<file path="src/rtl/amp_loop_pkg.sv">
package amp_loop_pkg;
  localparam int unsigned LVL_W_DEF  = 16;
  localparam int unsigned K_W_DEF    = 16;
  localparam int unsigned K_FRAC_DEF = 12;
  localparam int unsigned DUTY_W_DEF = 12;
  localparam int unsigned ACC_W_DEF  = 24;
  localparam int unsigned SYNC_DEF   = 2;
endpackage

</file>
<file path="src/rtl/amp_err_stage.sv">
module amp_err_stage #(
  parameter int unsigned LVL_W = amp_loop_pkg::LVL_W_DEF,
  localparam int unsigned ERR_W = LVL_W + 1
) (
  input  logic                    clk,
  input  logic                    rst_n,
  input  logic                    tick,
  input  logic [LVL_W-1:0]        setpoint,
  input  logic [LVL_W-1:0]        meas,
  output logic signed [ERR_W-1:0] err_q
);
  logic signed [ERR_W-1:0] err_d;

  always_comb begin
    err_d = err_q;
    if (tick) begin
      err_d = $signed({1'b0, setpoint}) - $signed({1'b0, meas});
    end
  end

  always_ff @(posedge clk or negedge rst_n) begin
    if (!rst_n) begin
      err_q <= '0;
    end else if (tick) begin
      err_q <= err_d;
    end
  end

  p_err_idle_r3: assert property (@(posedge clk) disable iff (!rst_n)
    !tick |=> $stable(err_q));
endmodule

</file>
<file path="src/rtl/amp_integrator.sv">
module amp_integrator #(
  parameter int unsigned LVL_W = amp_loop_pkg::LVL_W_DEF,
  parameter int unsigned ACC_W = amp_loop_pkg::ACC_W_DEF,
  localparam int unsigned ERR_W = LVL_W + 1,
  localparam int unsigned SUM_W = ACC_W + 2
) (
  input  logic                    clk,
  input  logic                    rst_n,
  input  logic                    tick,
  input  logic signed [ERR_W-1:0] err_q,
  input  logic                    sat_q,
  output logic [ACC_W-1:0]        acc_q,
  output logic [ACC_W-1:0]        acc_nxt
);
  localparam logic [ACC_W-1:0] ACC_MAX = '1;

  logic signed [SUM_W-1:0] err_ext;
  logic signed [SUM_W-1:0] sum;
  logic                    hold_up;

  always_comb begin
    err_ext = {{(SUM_W-ERR_W){err_q[ERR_W-1]}}, err_q};
    sum     = $signed({2'b00, acc_q}) + err_ext;
    hold_up = sat_q && (err_q > 0);
    if (hold_up) begin
      acc_nxt = acc_q;
    end else if (sum < 0) begin
      acc_nxt = '0;
    end else if (sum > $signed({2'b00, ACC_MAX})) begin
      acc_nxt = ACC_MAX;
    end else begin
      acc_nxt = sum[ACC_W-1:0];
    end
  end

  always_ff @(posedge clk or negedge rst_n) begin
    if (!rst_n) begin
      acc_q <= '0;
    end else if (tick) begin
      acc_q <= acc_nxt;
    end
  end

  p_acc_hold_r8: assert property (@(posedge clk) disable iff (!rst_n)
    (tick && sat_q && (err_q > 0)) |=> (acc_q == $past(acc_q)));
  p_acc_idle_r3: assert property (@(posedge clk) disable iff (!rst_n)
    !tick |=> $stable(acc_q));
  p_acc_floor_r6: assert property (@(posedge clk) disable iff (!rst_n)
    (tick && (err_q < 0) && (acc_q == '0)) |=> (acc_q == '0));
endmodule

</file>
<file path="src/rtl/amp_gain_scale.sv">
module amp_gain_scale #(
  parameter int unsigned ACC_W  = amp_loop_pkg::ACC_W_DEF,
  parameter int unsigned K_W    = amp_loop_pkg::K_W_DEF,
  parameter int unsigned K_FRAC = amp_loop_pkg::K_FRAC_DEF,
  parameter int unsigned DUTY_W = amp_loop_pkg::DUTY_W_DEF,
  localparam int unsigned PROD_W = ACC_W + K_W
) (
  input  logic              clk,
  input  logic              rst_n,
  input  logic              tick,
  input  logic [ACC_W-1:0]  acc_in,
  input  logic [K_W-1:0]    k_gain,
  output logic [DUTY_W-1:0] duty_q,
  output logic              vld_q,
  output logic              sat_q
);
  localparam logic [DUTY_W-1:0] DUTY_MAX = '1;

  logic [PROD_W-1:0] prod;
  logic [PROD_W-1:0] scaled;
  logic              sat_d;
  logic [DUTY_W-1:0] duty_d;

  always_comb begin
    prod   = PROD_W'(acc_in) * PROD_W'(k_gain);
    scaled = prod >> K_FRAC;
    sat_d  = scaled >= PROD_W'(DUTY_MAX);
    duty_d = sat_d ? DUTY_MAX : scaled[DUTY_W-1:0];
  end

  always_ff @(posedge clk or negedge rst_n) begin
    if (!rst_n) begin
      duty_q <= '0;
      sat_q  <= 1'b0;
      vld_q  <= 1'b0;
    end else begin
      vld_q <= tick;
      if (tick) begin
        duty_q <= duty_d;
        sat_q  <= sat_d;
      end
    end
  end

  p_vld_after_tick_r2: assert property (@(posedge clk) disable iff (!rst_n)
    tick |=> vld_q);
  p_vld_only_tick_r2: assert property (@(posedge clk) disable iff (!rst_n)
    !tick |=> !vld_q);
  p_duty_quiet_r3: assert property (@(posedge clk) disable iff (!rst_n)
    !vld_q |-> $stable(duty_q));
  p_sat_full_r7: assert property (@(posedge clk) disable iff (!rst_n)
    sat_q |-> (duty_q == DUTY_MAX));
endmodule

</file>
<file path="src/rtl/amp_level_loop.sv">
module amp_level_loop #(
  parameter int unsigned LVL_W  = amp_loop_pkg::LVL_W_DEF,
  parameter int unsigned K_W    = amp_loop_pkg::K_W_DEF,
  parameter int unsigned K_FRAC = amp_loop_pkg::K_FRAC_DEF,
  parameter int unsigned DUTY_W = amp_loop_pkg::DUTY_W_DEF,
  parameter int unsigned ACC_W  = amp_loop_pkg::ACC_W_DEF,
  parameter int unsigned SYNC   = amp_loop_pkg::SYNC_DEF
) (
  input  logic              clk,
  input  logic              rst_n,
  input  logic [LVL_W-1:0]  setpoint,
  input  logic [LVL_W-1:0]  meas,
  input  logic              meas_tick,
  input  logic [K_W-1:0]    k_gain,
  output logic [DUTY_W-1:0] duty,
  output logic              duty_vld
);
  localparam int unsigned ERR_W = LVL_W + 1;

  logic [SYNC-1:0]         rst_pipe;
  logic                    rst_int_n;
  logic signed [ERR_W-1:0] err_q;
  logic [ACC_W-1:0]        acc_q;
  logic [ACC_W-1:0]        acc_nxt;
  logic                    sat_q;

  always_ff @(posedge clk or negedge rst_n) begin
    if (!rst_n) begin
      rst_pipe <= '0;
    end else begin
      rst_pipe <= {rst_pipe[SYNC-2:0], 1'b1};
    end
  end
  assign rst_int_n = rst_pipe[SYNC-1];

  amp_err_stage #(.LVL_W(LVL_W)) u_err (
    .clk(clk), .rst_n(rst_int_n), .tick(meas_tick),
    .setpoint(setpoint), .meas(meas), .err_q(err_q)
  );

  amp_integrator #(.LVL_W(LVL_W), .ACC_W(ACC_W)) u_int (
    .clk(clk), .rst_n(rst_int_n), .tick(meas_tick), .err_q(err_q),
    .sat_q(sat_q), .acc_q(acc_q), .acc_nxt(acc_nxt)
  );

  amp_gain_scale #(.ACC_W(ACC_W), .K_W(K_W), .K_FRAC(K_FRAC), .DUTY_W(DUTY_W)) u_scale (
    .clk(clk), .rst_n(rst_int_n), .tick(meas_tick), .acc_in(acc_nxt),
    .k_gain(k_gain), .duty_q(duty), .vld_q(duty_vld), .sat_q(sat_q)
  );

  p_zero_start_r4: assert property (@(posedge clk) disable iff (!rst_int_n)
    (meas_tick && (acc_q == '0) && (err_q == '0)) |=> (duty == '0));
endmodule

</file>
<file path="config.mk">
export PLATFORM = sky130hd
export DESIGN_NAME = amp_level_loop
export DESIGN_NICKNAME = d
export VERILOG_FILES = /design/src/rtl/amp_loop_pkg.sv /design/src/rtl/amp_err_stage.sv /design/src/rtl/amp_integrator.sv /design/src/rtl/amp_gain_scale.sv /design/src/rtl/amp_level_loop.sv
export SDC_FILE = /design/constraint.sdc
export NUM_CORES = 1
export LEC_CHECK = 0
export ABC_AREA = 1
export BUFFER_PORTS_ARGS = -buffer_cell sky130_fd_sc_hd__buf_4
export CAP_MARGIN = 30
export CORE_ASPECT_RATIO = 0.5
export CORE_UTILIZATION = 28
export CTS_CLUSTER_SIZE = 28
export DETAILED_ROUTE_END_ITERATION = 12
export PLACE_DENSITY = 0.47
export SYNTH_ARGS = -nofsm -noshare
export SYNTH_HDL_FRONTEND = slang
export SYNTH_SLANG_ARGS = --single-unit
</file>
<file path="constraint.sdc">
create_clock -name clk -period 2.6 [get_ports clk]
set_input_delay 0 -clock clk [delete_from_list [all_inputs] [get_ports clk]]
set_output_delay 0 -clock clk [all_outputs]
set_load 0.03 [all_outputs]
</file>
==> summary.txt <==
Logic synthesis
  • Dominant register cell in the synthesized netlist: dfrtp_1
  • Mux contribution to synthesized area: 0%
  • Number of different library cells in the post-synthesis netlist: 43
  • Area fraction in and, or, nand and nor cells after synthesis: 21.4%
  • Netlist area before placement: 16,900 sq um
  • Post-synthesis xor/xnor area fraction: 2.23%
  • Area fraction in compound gates after synthesis: 7.00%
  • Total of flip-flops plus latches after synthesis: 57
  • Share of async-settable or async-resettable flops after synthesis: 100%
  • Arithmetic-cell share of the synthesized area counting full adders, half adders and majority gates: 47.6%
  • Count of flip-flops with a built-in enable after synthesis: 0
  • Post-Syn Nets: 2,776
  • Proportion of synthesized chip area in sequential cells: 8.46%
  • Syn avg cell area: 7.43 sq um
  • Combinational family with the most area after synthesis: adder cells
  • Synth Instances: 2,268
  • YS warnings: 0

Timing
  • Final-report hold violation count: 0
  • Max-slew violation count: 0
  • Final setup vio count: 34
  • Maximum clock rate: 121 MHz
  • Setup repair after global routing missed its margin: yes
  • Part of the cycle the worst path needs: 318%
  • Worst hold slack after final layout: 12.0 ps
  • Slew at the pin with the worst max-slew slack: 856 ps
  • Slew headroom: 42.9%
  • Shortest period the worst path allows: 8270 ps
  • Setup clock skew after layout: 9.08 ps
  • Post-route setup slack: -5670 ps

Clocking
  • Insertion delay of the later-clocked pin in the worst-skew pair: 350 ps
  • CTS buffer count: 9
  • Maximum level of the CTS H-tree: 3
  • Cell chosen for the clock root: clkbuf_16
  • Clock tree from TritonCTS: yes
  • Clock Path Buffers: 2
  • Clock Sink Count: 57
  • Clock slew at the register clock pins of the worst setup and hold paths: 60 ps

Min path
  • Worst min-delay path class: primary input to flop

Drt
  • Avg WL per Cell: 17.4 um
  • Via density per instance: 4.49
  • Final Routed Wirelength: 63.2 mm
  • Number of DRC violations after detailed routing: 0
  • DR pass1 iterations: 7
  • Antenna Violating Nets Remaining: 0
  • Total number of vias: 16,300
  • DR iter-0 viols: 1,046

Floorplanning
  • Area enclosed by the die boundary: 61,200 sq um
  • Chip Width: 349 um
  • Die height: 176 um
  • Initial core utilization: 28.4%
  • Top Ports: 64
  • Area of the core: 59,400 sq um
  • Std-Cell Rows: 63

Finish
  • Util after Layout: 42.3%
  • Nets@finish: 3,312
  • Cell area after layout: 25,100 sq um
  • Count of filler cells inserted in the layout: 6,014
  • Most common cell after layout, fill and taps aside: buf_4
  • Top library cells by usage in the layout, fill and taps aside: buf_4 (487), inv_1 (475), nand2_1 (459), fa_1 (281), nor2_1 (207)
  • Fraction of layout instances using a drive strength above 1: 35.5%
  • Area growth syn-to-layout: 48.8%

Worst setup path
  • Peak per-stage delay on the critical path: 610 ps
  • Launching point of the worst reg2reg path: u_err.err_q[16]
  • Worst path slowest cell: fa_2
  • Critical path fanouts, max: 13
  • Worst setup path end: u_scale.duty_q[4]
  • Source of the critical timing path: u_err.err_q[16]
  • Sort of element at the end of the critical path: flop
  • Critical R2R Capture: u_scale.duty_q[4]
  • Critical path data arrival time: 8520 ps
  • Most Frequent Cell on Critical Path: nand2_1
  • Flop-to-flop setup slack: -5670 ps
  • Crit path kind: flop to flop
  • Crit path required time: 2850 ps
  • Kind of start point of the critical path: flop
  • FF-to-FF path depth: 44

Outcome
  • Violations in the final reports: negative setup slack
  • Result of the run: complete, but fails checks

Place
  • Placement-stage cell area: 21,800 sq um
  • Total half-perimeter wirelength after legalization and detailed placement: 52.7 mm
  • Pre-CTS worst setup slack: -6120 ps
  • Routability cong.: 0.927
  • Number of buffers added on ports: 63

Global route
  • Via count of the first global-routing pass: 16,500
  • Overall global routing resource usage: 21.0%
  • Total grt overflow: 0
  • Largest net degree at the start of global routing: 62
  • Wire length of the first global-routing pass: 97.3 mm
  • Number of antenna violations at the first check in global routing: 1

Run
  • Count of maximum capacitance violations: 0
==> timing repair <==
item                                   4_1_cts  5_1_grt
gates cloned                                 2        0
buffers inserted                            76       42
gates resized for setup                    314      207
endpoints found under the hold margin        2        0
setup endpoints to repair                   37       38
pin swaps                                  120      132
hold buffers                                 2        0
==> stage by stage <==
stage / cells / TNS [ps]
CTS: 3583 / -77640
global placement: 3490 / -88840
global route: 3622 / -86770
floorplan: 2268 / -63940
finish: 3622 / -79080
detailed placement: 3490 / -87890
==> cells by family after synthesis <==
| group | count (synthesis) |
|---|---|
| compound gates | 214 |
| simple gates | 901 |
| flops | 57 |
| fa+ha+maj | 457 |
| buf+inv | 595 |
| other cells | 1 |
| xor+xnor | 43 |
==> final cells by class <==
class / count / area (sq um) / share of cell area [%]
Antenna cell: 1 / 2.50 / 0.00998
Clock buffer: 10 / 239 / 0.953
Timing Repair Buffer: 587 / 5090 / 20.3
Tap cell: 812 / 1020 / 4.05
Sequential cell: 57 / 1430 / 5.70
Clock inverter: 6 / 105 / 0.419
Multi-Input combinational cell: 1617 / 15200 / 60.5
Inverter: 532 / 2030 / 8.09
==> flip-flops by register name, summed over array words and instances, names as in the netlist <==
| register | flops |
|---|---|
| u_scale.vld_q | 1 |
| u_err.err_q | 17 |
| u_int.acc_q | 24 |
| u_scale.duty_q | 12 |
| rst_pipe | 2 |
| u_scale.sat_q | 1 |
==> metal layers <==
| metal | vias to the layer above | GRT usage [%] | part of all wire [%] |
|---|---|---|---|
| met2 | 408 | 29.1 | 40 |
| met1 | 7963 | 32.7 | 50 |
| met5 | - | 0 | 0 |
| li1 | 7841 | - | - |
| met4 | 0 | 3.13 | 1.5 |
| met3 | 55 | 5.25 | 8.2 |
==> synthesized netlist by cell type (14+ instances only) <==
cell type  count  area, sq um
xor2_1        19          166
inv_1        518         1940
nand2_1      541         2030
dfrtp_1       57         1430
nand3_1       57          285
fa_1         307         6150
nor2_1       250          938
or2_2         14         87.6
a31oi_1       18          113
xnor2_1       24          210
clkbuf_1      57          214
ha_1         150         1880
o21ai_0       78          390
a21oi_1       79          395
==> worst min path at each step <==
stage / endpoint / depth (start not counted) / startpoint / slack [ps]
6_report: u_err.err_q[0] / 3 / meas[0] / 10
5_1_grt: u_err.err_q[0] / 3 / meas[0] / 20
4_1_cts: u_err.err_q[1] / 3 / meas[1] / 20
3_5_place_dp: rst_pipe[0] / 1 / rst_n / -220
3_3_place_gp: rst_pipe[0] / 1 / rst_n / -220
2_1_floorplan: rst_pipe[0] / 0 / rst_n / -300
==> worst max-delay path: cells and delay by family (launching register included) <==
family                   cells  cell delay (ps)
XOR/XNOR                     1              130
AO/OA/AOI/OAI                3              570
AND/OR/NAND/NOR             21             2000
buffers and inverters       11             1340
flip-flops                   1              450
adder cells (fa/ha/maj)      8             3650
Power is not shown: default switching activity piles up to over one toggle a cycle in this logic, so the estimate is an artifact.
